**src/rtl/pc_pkg.sv**
```systemverilog
package pc_pkg;
  typedef enum logic [2:0] {
    S_IDLE, S_LOAD, S_SETTLE, S_MEAS, S_EVAL, S_APPLY, S_NEXT
  } pc_state_e;
endpackage

```
**src/rtl/pc_cycle_cnt.sv**
```systemverilog
module pc_cycle_cnt #(
  parameter int W = 7
) (
  input  logic         clk,
  input  logic         rst_n,
  input  logic         clr,
  input  logic         inc,
  output logic [W-1:0] cnt_o
);
  logic [W-1:0] cnt_d;

  always_comb begin
    cnt_d = cnt_o;
    if (clr)      cnt_d = '0;
    else if (inc) cnt_d = cnt_o + 1'b1;
  end

  always_ff @(posedge clk or negedge rst_n) begin
    if (!rst_n) cnt_o <= '0;
    else        cnt_o <= cnt_d;
  end
endmodule

```
**src/rtl/pc_win_track.sv**
```systemverilog
module pc_win_track #(
  parameter int TAPS  = 32,
  parameter int TAP_W = 5
) (
  input  logic             clk,
  input  logic             rst_n,
  input  logic             clr,
  input  logic             upd,
  input  logic             pass,
  input  logic [TAP_W-1:0] tap,
  output logic             found_o,
  output logic [TAP_W-1:0] centre_o
);
  localparam int LEN_W = $clog2(TAPS + 1);

  logic [TAP_W-1:0] cur_start_q, cur_start_d, best_start_q, best_start_d;
  logic [LEN_W-1:0] cur_len_q, cur_len_d, best_len_q, best_len_d;
  logic [LEN_W-1:0] half_len;

  always_comb begin
    cur_start_d  = cur_start_q;
    cur_len_d    = cur_len_q;
    best_start_d = best_start_q;
    best_len_d   = best_len_q;
    if (clr) begin
      cur_start_d  = '0;
      cur_len_d    = '0;
      best_start_d = '0;
      best_len_d   = '0;
    end else if (upd) begin
      if (pass) begin
        cur_len_d   = cur_len_q + 1'b1;
        cur_start_d = (cur_len_q == '0) ? tap : cur_start_q;
        if (cur_len_d > best_len_q) begin
          best_len_d   = cur_len_d;
          best_start_d = cur_start_d;
        end
      end else begin
        cur_len_d = '0;
      end
    end
  end

  always_ff @(posedge clk or negedge rst_n) begin
    if (!rst_n) begin
      cur_start_q  <= '0;
      cur_len_q    <= '0;
      best_start_q <= '0;
      best_len_q   <= '0;
    end else begin
      cur_start_q  <= cur_start_d;
      cur_len_q    <= cur_len_d;
      best_start_q <= best_start_d;
      best_len_q   <= best_len_d;
    end
  end

  assign found_o  = (best_len_q != '0);
  assign half_len = (best_len_q - 1'b1) >> 1;
  assign centre_o = found_o ? (best_start_q + TAP_W'(half_len)) : '0;
endmodule

```
**src/rtl/pc_tap_store.sv**
```systemverilog
module pc_tap_store #(
  parameter int NUM_CH = 96,
  parameter int TAP_W  = 5,
  parameter int CH_W   = 7
) (
  input  logic             clk,
  input  logic             rst_n,
  input  logic             we,
  input  logic [CH_W-1:0]  wch,
  input  logic [TAP_W-1:0] wtap,
  input  logic             wfail,
  input  logic [CH_W-1:0]  rch,
  output logic [TAP_W-1:0] rtap_o,
  output logic             rfail_o
);
  logic [TAP_W-1:0] tap_q [NUM_CH];
  logic [NUM_CH-1:0] fail_q;

  for (genvar g = 0; g < NUM_CH; g++) begin : g_ent
    logic sel;
    assign sel = we && (wch == CH_W'(g));
    always_ff @(posedge clk or negedge rst_n) begin
      if (!rst_n) begin
        tap_q[g]  <= '0;
        fail_q[g] <= 1'b0;
      end else if (sel) begin
        tap_q[g]  <= wtap;
        fail_q[g] <= wfail;
      end
    end
  end

  always_comb begin
    rtap_o  = '0;
    rfail_o = 1'b0;
    if (int'(rch) < NUM_CH) begin
      rtap_o  = tap_q[rch];
      rfail_o = fail_q[rch];
    end
  end
endmodule

```
**src/rtl/phase_cal_ctrl.sv**
```systemverilog
module phase_cal_ctrl #(
  parameter int NUM_CH = 96,
  parameter int TAPS   = 32,
  parameter int SETTLE = 16,
  parameter int WORDS  = 64,
  localparam int TAP_W = (TAPS > 1) ? $clog2(TAPS) : 1,
  localparam int CH_W  = (NUM_CH > 1) ? $clog2(NUM_CH) : 1
) (
  input  logic             clk,
  input  logic             rst_n,
  input  logic             start_i,
  input  logic             word_valid_i,
  input  logic             match_i,
  output logic [TAP_W-1:0] tap_o,
  output logic             tap_load_o,
  output logic [CH_W-1:0]  chan_o,
  output logic             busy_o,
  output logic             done_o,
  input  logic [CH_W-1:0]  rd_ch_i,
  output logic [TAP_W-1:0] rd_tap_o,
  output logic             rd_fail_o
);
  import pc_pkg::*;

  localparam int CMAX  = (SETTLE > WORDS) ? SETTLE : WORDS;
  localparam int CNT_W = $clog2(CMAX + 1);

  pc_state_e        state_q, state_d;
  logic [TAP_W-1:0] tap_q, tap_d;
  logic [CH_W-1:0]  chan_q, chan_d;
  logic             all_ok_q, all_ok_d;
  logic             done_q, done_d;
  logic             cnt_clr, cnt_inc, win_clr, win_upd, st_we;
  logic [CNT_W-1:0] cnt;
  logic             found;
  logic [TAP_W-1:0] centre;

  pc_cycle_cnt #(.W(CNT_W)) u_cnt (
    .clk(clk), .rst_n(rst_n), .clr(cnt_clr), .inc(cnt_inc), .cnt_o(cnt)
  );

  pc_win_track #(.TAPS(TAPS), .TAP_W(TAP_W)) u_win (
    .clk(clk), .rst_n(rst_n), .clr(win_clr), .upd(win_upd),
    .pass(all_ok_q), .tap(tap_q), .found_o(found), .centre_o(centre)
  );

  pc_tap_store #(.NUM_CH(NUM_CH), .TAP_W(TAP_W), .CH_W(CH_W)) u_store (
    .clk(clk), .rst_n(rst_n), .we(st_we), .wch(chan_q), .wtap(centre),
    .wfail(!found), .rch(rd_ch_i), .rtap_o(rd_tap_o), .rfail_o(rd_fail_o)
  );

  always_comb begin
    state_d  = state_q;
    tap_d    = tap_q;
    chan_d   = chan_q;
    all_ok_d = all_ok_q;
    done_d   = done_q;
    cnt_clr  = 1'b0;
    cnt_inc  = 1'b0;
    win_clr  = 1'b0;
    win_upd  = 1'b0;
    st_we    = 1'b0;
    unique case (state_q)
      S_IDLE: if (start_i) begin
        state_d = S_LOAD;
        chan_d  = '0;
        tap_d   = '0;
        win_clr = 1'b1;
        done_d  = 1'b0;
      end
      S_LOAD: begin
        state_d = S_SETTLE;
        cnt_clr = 1'b1;
      end
      S_SETTLE: if (cnt == CNT_W'(SETTLE - 1)) begin
        state_d  = S_MEAS;
        cnt_clr  = 1'b1;
        all_ok_d = 1'b1;
      end else begin
        cnt_inc = 1'b1;
      end
      S_MEAS: if (word_valid_i) begin
        cnt_inc  = 1'b1;
        all_ok_d = all_ok_q & match_i;
        if (cnt == CNT_W'(WORDS - 1)) state_d = S_EVAL;
      end
      S_EVAL: begin
        win_upd = 1'b1;
        if (tap_q == TAP_W'(TAPS - 1)) begin
          state_d = S_APPLY;
        end else begin
          tap_d   = tap_q + 1'b1;
          state_d = S_LOAD;
        end
      end
      S_APPLY: begin
        st_we   = 1'b1;
        state_d = S_NEXT;
      end
      S_NEXT: if (chan_q == CH_W'(NUM_CH - 1)) begin
        state_d = S_IDLE;
        done_d  = 1'b1;
      end else begin
        chan_d  = chan_q + 1'b1;
        tap_d   = '0;
        win_clr = 1'b1;
        state_d = S_LOAD;
      end
      default: state_d = S_IDLE;
    endcase
  end

  always_ff @(posedge clk or negedge rst_n) begin
    if (!rst_n) begin
      state_q  <= S_IDLE;
      tap_q    <= '0;
      chan_q   <= '0;
      all_ok_q <= 1'b0;
      done_q   <= 1'b0;
    end else begin
      state_q  <= state_d;
      tap_q    <= tap_d;
      chan_q   <= chan_d;
      all_ok_q <= all_ok_d;
      done_q   <= done_d;
    end
  end

  assign tap_load_o = (state_q == S_LOAD) || (state_q == S_APPLY);
  assign tap_o      = (state_q == S_APPLY) ? centre : tap_q;
  assign chan_o     = chan_q;
  assign busy_o     = (state_q != S_IDLE);
  assign done_o     = done_q;
endmodule

```
**config.mk**
```make
export PLATFORM = sky130hd
export DESIGN_NAME = phase_cal_ctrl
export DESIGN_NICKNAME = d
export VERILOG_FILES = /design/src/rtl/pc_pkg.sv /design/src/rtl/pc_cycle_cnt.sv /design/src/rtl/pc_win_track.sv /design/src/rtl/pc_tap_store.sv /design/src/rtl/phase_cal_ctrl.sv
export SDC_FILE = /design/constraint.sdc
export NUM_CORES = 1
export LEC_CHECK = 0
export ABC_CLOCK_PERIOD_IN_PS = 3600
export BUFFER_PORTS_ARGS = -buffer_cell sky130_fd_sc_hd__buf_2
export CORE_UTILIZATION = 53
export CTS_BUF_LIST = sky130_fd_sc_hd__clkbuf_4
export DETAILED_ROUTE_END_ITERATION = 10
export PLACE_DENSITY = 0.69
export SYNTH_ARGS = -nofsm -noshare
export SYNTH_HDL_FRONTEND = slang
export SYNTH_SLANG_ARGS = --single-unit
```
**constraint.sdc**
```tcl
create_clock -name clk -period 3.6 [get_ports clk]
set_clock_uncertainty 0.2 [all_clocks]
set_input_delay 0.18 -clock clk [delete_from_list [all_inputs] [get_ports clk]]
set_output_delay 0.18 -clock clk [all_outputs]
set_load 0.03 [all_outputs]
```
==> results.toml, run 1 <==
[power]
p_leak_uw = 0.0152
ir_worst_vdd_v = 0.000273
p_per_area_nw_per_um2 = 427
power_uw = 13900

[yosys]
synthArstFlopShare_pct = 100
synth_fp_nets = 2222
yosys.area.top_type_share_pct = 53.3
ys_top_cells_by_area = "dfrtp_1 53%, mux2_2 17%, mux4_2 11%"
syn_inst = 2188
avgSynthCellArea_um2 = 13.3
synth_cell_types = 57
yosys-top-cells-count = "622 x dfrtp_1, 439 x mux2_2, 196 x nand2_1"
ys_seq_elements = 622
synth.most_common_cell = "dfrtp_1"
synth-main-ff-cell = "dfrtp_1"
synth-edff-count = 0
synth_largest_area_cell = "dfrtp_1"
syn-cell-area_um2 = 29200
synth_warnings = 0
synth-seq-area-share_pct = 53.3

[clocking]
clock_latency_ns = 1.05
cts_made_buffers = 164
cts_tree = "built"
cts.htree.levels = 4
clk_pin_slew_worst_paths_ns = 0.06
clk_path_buf_depth = 3
clock_sinks = 622
root_buffer = "clkbuf_4"

[finish]
nFillCells = 4188
area_growth_pct = 11.2
multiInputGateArea_um2 = 13000
drive_gt1_share_pct = 42.2
seq_area_um2 = 15600
nets = 2322

[global_routing]
grt_overflow = 0
grt_max_degree = 88
grt_pass1_vias = 19700
track_usage_pct = 26.6
antenna_found_initial = 3
grt_pass1_wl_um = 113000

[placed_design]
place_ws_ns = 0.276
gp_congestion = 0.868
hpwl_um = 46500
port_buffers = 32

[floorplanning]
placementRows = 85
dieArea_um2 = 56100
start_util_pct = 54.0
ios = 33
fp.coreArea_um2 = 54100
die_height_um = 237
die_w_um = 237

[drt]
antenna_left = 0
vias_per_cell = 6.05
first_pass_iters = 5
drt_iter0_drc = 1369
vias = 18700
drt-total-wl_um = 70700
drc = 0
wl_per_cell_um = 22.8

[setup_path]
crit_fanout = 4
crit_path_start_kind = "register"
crit_type = "register to primary output"
required_ns = 3.22
endpoint_kind = "primary output"
max_stage_delay_ns = 0.37
cp_cell_sequence = "inv_2 -> ha_4 -> inv_2 -> ha_4 -> fa_2 -> a21o_1 -> a21oi_2 -> xnor2_2 -> nand2_2 -> o21ai_2 -> buf_6"
crit_slowest_cell = "dfrtp_1"
critPathArrivalTime_ns = 3.23

[sta]
setup_viol = 1
hold_viol_final = 0
drv_slew = 0
fin_crit_ns = 3.61
fin_ws_ns = -0.0122
whs_ns = 0.155
tightest_slew_ns = 0.967
clock.fmax_mhz = 277
rsz0062_at_grt = "true"
maxSlewHeadroom_pct = 35.6
min_period_over_period_pct = 100

[job]
maxCapViolCount = 0

[min_path]
hold_class = "input pin to register"

[outcome]
violations = "negative setup slack"
status = "finished with violations"
[timing repair]
item | CTS | global route
setup endpoints to repair | 3 | 6
pin swaps | 9 | 9
hold buffers | 9 | 0
buffers inserted | 5 | 0
resized for setup | 20 | 8
endpoints found under the hold margin | 662 | 0
[power by group]
group	internal, µW	switching, µW
Clock	3330	2870
Sequential	7030	31.2
Combinational	204	404
Total	10600	3310
[path summary, 6_finish.rpt]
path,to,depth (start not counted),slack [ns],from
worst max-delay path,tap_o[4],11,-0.01,u_win.best_len_q[1]
worst min-delay path,u_cnt.cnt_o[0],6,0.16,word_valid_i
worst max register to register,u_store.tap_q[373],5,0.23,state_q[1]
worst min register to register,u_store.tap_q[140],2,0.28,u_store.tap_q[140]
max in group asynchronous,u_store.tap_q[92],6,1.96,rst_n
min in group asynchronous,u_store.tap_q[147],4,0.18,rst_n
[layer usage]
layer	GRT usage (%)	part of all wire (%)	vias to the layer above
li1	-	-	8248
met1	36.1	43	9815
met2	41.9	48	536
met4	10.4	2.7	2
met3	5.69	5.8	138
met5	0	0.018	-
[registers in the layout (all words and copies together), names as in the netlist]
register / count
all_ok_q: 1
u_cnt.cnt_o: 7
u_store.fail_q: 96
tap_q: 5
u_win.best_len_q: 6
u_win.best_start_q: 5
state_q: 3
u_store.tap_q: 480
u_win.cur_len_q: 6
chan_o: 7
done_o: 1
u_win.cur_start_q: 5
[area by class of cell]
cell class              instances  share of cell area [%]
well taps                     696                    2.68
repair buffers                 95                    2.87
multi-input cells            1383                    39.9
inverters                      22                   0.254
flip-flops and latches        622                    47.9
diodes                          9                  0.0693
clock inverters                28                   0.717
clock buffers                 242                    5.59
[layout by cell type, fill, tap and decap left out, types with 6 or more instances in the layout]
| master | synthesis | routed |
|---|---|---|
| o211ai_1 | 8 | 8 |
| nor2_2 | 26 | 26 |
| nor2_1 | 86 | 86 |
| o21ai_0 | 176 | 174 |
| nand4_1 | 28 | 28 |
| nand2_1 | 196 | 194 |
| mux2i_1 | 32 | 32 |
| nor2b_1 | 13 | 13 |
| xor2_1 | 12 | 11 |
| dlygate4sd3_1 | 0 | 8 |
| inv_1 | 22 | 19 |
| o221ai_1 | 6 | 6 |
| mux2_2 | 439 | 439 |
| nand3_1 | 21 | 20 |
| clkinv_1 | 0 | 13 |
| inv_2 | 0 | 8 |
| a221oi_1 | 6 | 6 |
| mux4_2 | 144 | 144 |
| clkbuf_4 | 0 | 243 |
| buf_12 | 0 | 18 |
| diode_2 | 0 | 9 |
| buf_2 | 23 | 24 |
| xnor2_1 | 10 | 8 |
| and2_1 | 11 | 6 |
| a21oi_1 | 12 | 10 |
| nor2_4 | 18 | 18 |
| dfrtp_1 | 622 | 622 |
| o22ai_1 | 13 | 11 |
| a22oi_1 | 30 | 30 |
| nand2b_1 | 9 | 9 |
| ha_1 | 21 | 18 |
| buf_4 | 13 | 40 |
| a211oi_1 | 10 | 10 |
[worst max-delay path: cells and delay by family, from the launching register on]
kind / cells / cell delay [ns]
AOI/OAI and AO/OA: 3 / 0.54
xor gates and xnor gates: 1 / 0.16
adders and majority gates: 3 / 0.77
buffers and inverters: 3 / 0.27
DFF: 1 / 0.37
and+or+nand+nor: 1 / 0.11
[kinds of logic after synthesis]
| family | Yosys count | synth area share (%) |
|---|---|---|
| adder cells (fa/ha/maj) | 22 | 0.968 |
| AND/OR/NAND/NOR | 448 | 7.68 |
| XOR/XNOR | 22 | 0.660 |
| buffers and inverters | 183 | 2.69 |
| flip-flops | 622 | 53.3 |
| AO/OA/AOI/OAI | 271 | 5.39 |
| multiplexers | 620 | 29.3 |
[per-stage QoR]
stage	instance area, µm²	std cells	TNS [ns]	util [%]
finish	32500	3097	-0.0122	60.0
global route	32500	3095	-0.520	60.0
CTS	32400	3088	-0.102	59.9
detailed placement	30200	2804	0	55.7
global placement	30200	2804	0	55.7
floorplan	29200	2188	0	-
Note: power is estimated with default switching activity, not from simulation.
==> inputs of run 2 (changes only) <==
--- a/config.mk
+++ b/config.mk
@@ -5,7 +5,7 @@
 export SDC_FILE = /design/constraint.sdc
 export NUM_CORES = 1
 export LEC_CHECK = 0
-export ABC_CLOCK_PERIOD_IN_PS = 3600
+export ABC_CLOCK_PERIOD_IN_PS = 3700
 export BUFFER_PORTS_ARGS = -buffer_cell sky130_fd_sc_hd__buf_2
 export CORE_UTILIZATION = 53
 export CTS_BUF_LIST = sky130_fd_sc_hd__clkbuf_4
==> constraint.sdc (replaced) <==
create_clock -name clk -period 3.7 [get_ports clk]
set_clock_uncertainty 0.2 [all_clocks]
set_input_delay 0.185 -clock clk [delete_from_list [all_inputs] [get_ports clk]]
set_output_delay 0.185 -clock clk [all_outputs]
set_load 0.03 [all_outputs]
==> run 2 against run 1 <==
The run now ends clean; wire length down 0.23%; register-to-register slack better by 0.23 ns; total power down 2.9%; die area unchanged; setup slack better by 0.15 ns; non-clock buffer count up 9; cell count up 0.16%; via count down 0.65%; highest routed layer unchanged.
==> results.toml, run 2 (synthesized netlist as in run 1, its figures left out) <==
[outcome]
status = "finished clean"

[floorplanning]
die_w_um = 237
start_util_pct = 54.0
die_height_um = 237
dieArea_um2 = 56100
placementRows = 85
ios = 33
fp.coreArea_um2 = 54100

[global_routing]
grt_overflow = 0
track_usage_pct = 26.7
grt_pass1_vias = 20000
grt_pass1_wl_um = 114000
antenna_found_initial = 2
grt_max_degree = 85

[finish]
top_regs = "u_store.tap_q: 480 flops, u_store.fail_q: 96 flops"
area_growth_pct = 11.3
seq_area_um2 = 15600
max_flop_register = "u_store.tap_q"
nets = 2329
multiInputGateArea_um2 = 12900
layout_commonest_cell = "dfrtp_1"
layout_common_cells = "622 x dfrtp_1, 439 x mux2_2, 241 x clkbuf_4, 192 x nand2_1, 174 x o21ai_0"
drive_gt1_share_pct = 42.3
largest_reg_flops = 480
nFillCells = 4196

[sta]
hold_viol_final = 0
finalSetupTns_ns = 0
tightest_slew_ns = 1.04
min_period_over_period_pct = 96.2
maxSlewHeadroom_pct = 30.7
fin_crit_ns = 3.56
clock.fmax_mhz = 281
setup_viol = 0
rsz0062_at_grt = "true"
drv_slew = 0

[drt]
vias_per_cell = 6.00
drt_iter0_drc = 1191
wl_per_cell_um = 22.7
first_pass_iters = 5
drt-total-wl_um = 70600
drc = 0
vias = 18600
antenna_left = 0

[clocking]
clk_pin_slew_worst_paths_ns = 0.06
clk_path_buf_depth = 3
clock_latency_ns = 1.00
cts_tree = "built"
root_buffer = "clkbuf_4"
clock_sinks = 622
cts.htree.levels = 4
cts_made_buffers = 162

[power]
p_leak_uw = 0.0153
power_uw = 13500
ir_worst_vdd_v = 0.000274
p_per_area_nw_per_um2 = 414

[min_path]
hold_class = "input pin to register"
min_from = "word_valid_i"
hold_end = "u_cnt.cnt_o[0]"
hold_depth = 6

[setup_path]
crit_type = "register to primary output"
crit_fanout = 4
endpoint_kind = "primary output"
critPathArrivalTime_ns = 3.17
r2r_cells = 5
r2r-end = "u_store.tap_q[130]"
r2r_slack_ns = 0.46
r2r-start = "state_q[1]"
crit_path_start_kind = "register"
required_ns = 3.31

[job]
maxCapViolCount = 0

[placed_design]
hpwl_um = 46700
port_buffers = 32
gp_congestion = 0.846
## run 2: changes by cell type in the layout (fill, tap and decap cells not counted), moves of 2 or more
cell and delta:
buf_4 +8, diode_2 -8, clkinv_1 +3, clkinv_2 +3, nand2_2 +3, buf_2 +2
clkbuf_4 -2, clkinv_4 -2, nand2_1 -2, o22ai_1 +2, o22ai_2 -2
## run 2: per-stage QoR
stage / hold WS [ns] / instances / setup WS, ns / utilization [%] / instance area (µm²)
4_1_cts: 0.0557 / 3100 / -0.00875 / 60.0 / 32500
3_5_place_dp: 0.112 / 2811 / 0.379 / 55.8 / 30200
3_3_place_gp: 0.0988 / 2811 / 0.411 / 55.8 / 30200
2_1_floorplan: -0.311 / 2188 / 0.469 / - / 29200
6_report: 0.168 / 3102 / 0.142 / 60.1 / 32500
5_1_grt: 0.191 / 3102 / -0.0566 / 60.1 / 32500
## run 2: worst max-delay path by stage
stage                                    from           endpoint  slack [ns]  cells past startpoint
after detailed placement  u_win.best_len_q[0]  u_store.tap_q[59]        0.38                     11
final                     u_win.best_len_q[1]           tap_o[4]        0.14                     11
after global placement    u_win.best_len_q[0]  u_store.tap_q[59]        0.41                     11
after floorplan           u_win.best_len_q[0]           tap_o[4]        0.47                     11
after global routing      u_win.best_len_q[1]           tap_o[4]       -0.06                     11
after CTS                 u_win.best_len_q[1]           tap_o[4]      -0.009                     11
## run 2: area by class of cell
cell class	count	share of cell area, %
inverters	22	0.254
multi-input cells	1383	39.8
flip-flops and latches	622	47.9
diodes	1	0.00770
repair buffers	104	3.10
clock inverters	33	0.754
clock buffers	241	5.56
well taps	696	2.68
## run 2: layer usage
metal  GRT usage (%)  vias to the layer above  wire length, µm
met4            10.4                        2             1930
met1            35.9                     9778            30700
met3            6.13                      108             3770
met2            42.2                      492            34100
met5               0                        -               13
li1                -                     8238                -
## run 2: where the power goes
part,internal (µW),switching (µW)
clock,3230,2760
combinational,203,399
sequential,6840,32.8
## run 2: worst max-delay path, stage by stage, from the launching register on
cell	delay (ns)
dfrtp_1	0.37
inv_2	0.07
ha_4	0.17
xor2_2	0.15
buf_4	0.15
fa_2	0.37
a21o_1	0.19
a21oi_2	0.17
xnor2_2	0.15
nand2_2	0.10
o21ai_2	0.15
buf_6	0.15
## run 2: repair_timing
action	in CTS	in global routing
gates resized for setup	19	7
endpoints found under the setup margin	4	4
endpoints found under the hold margin	662	0
cloned	1	0
hold buffers	9	0
pin swaps	5	3
buffers inserted	5	1
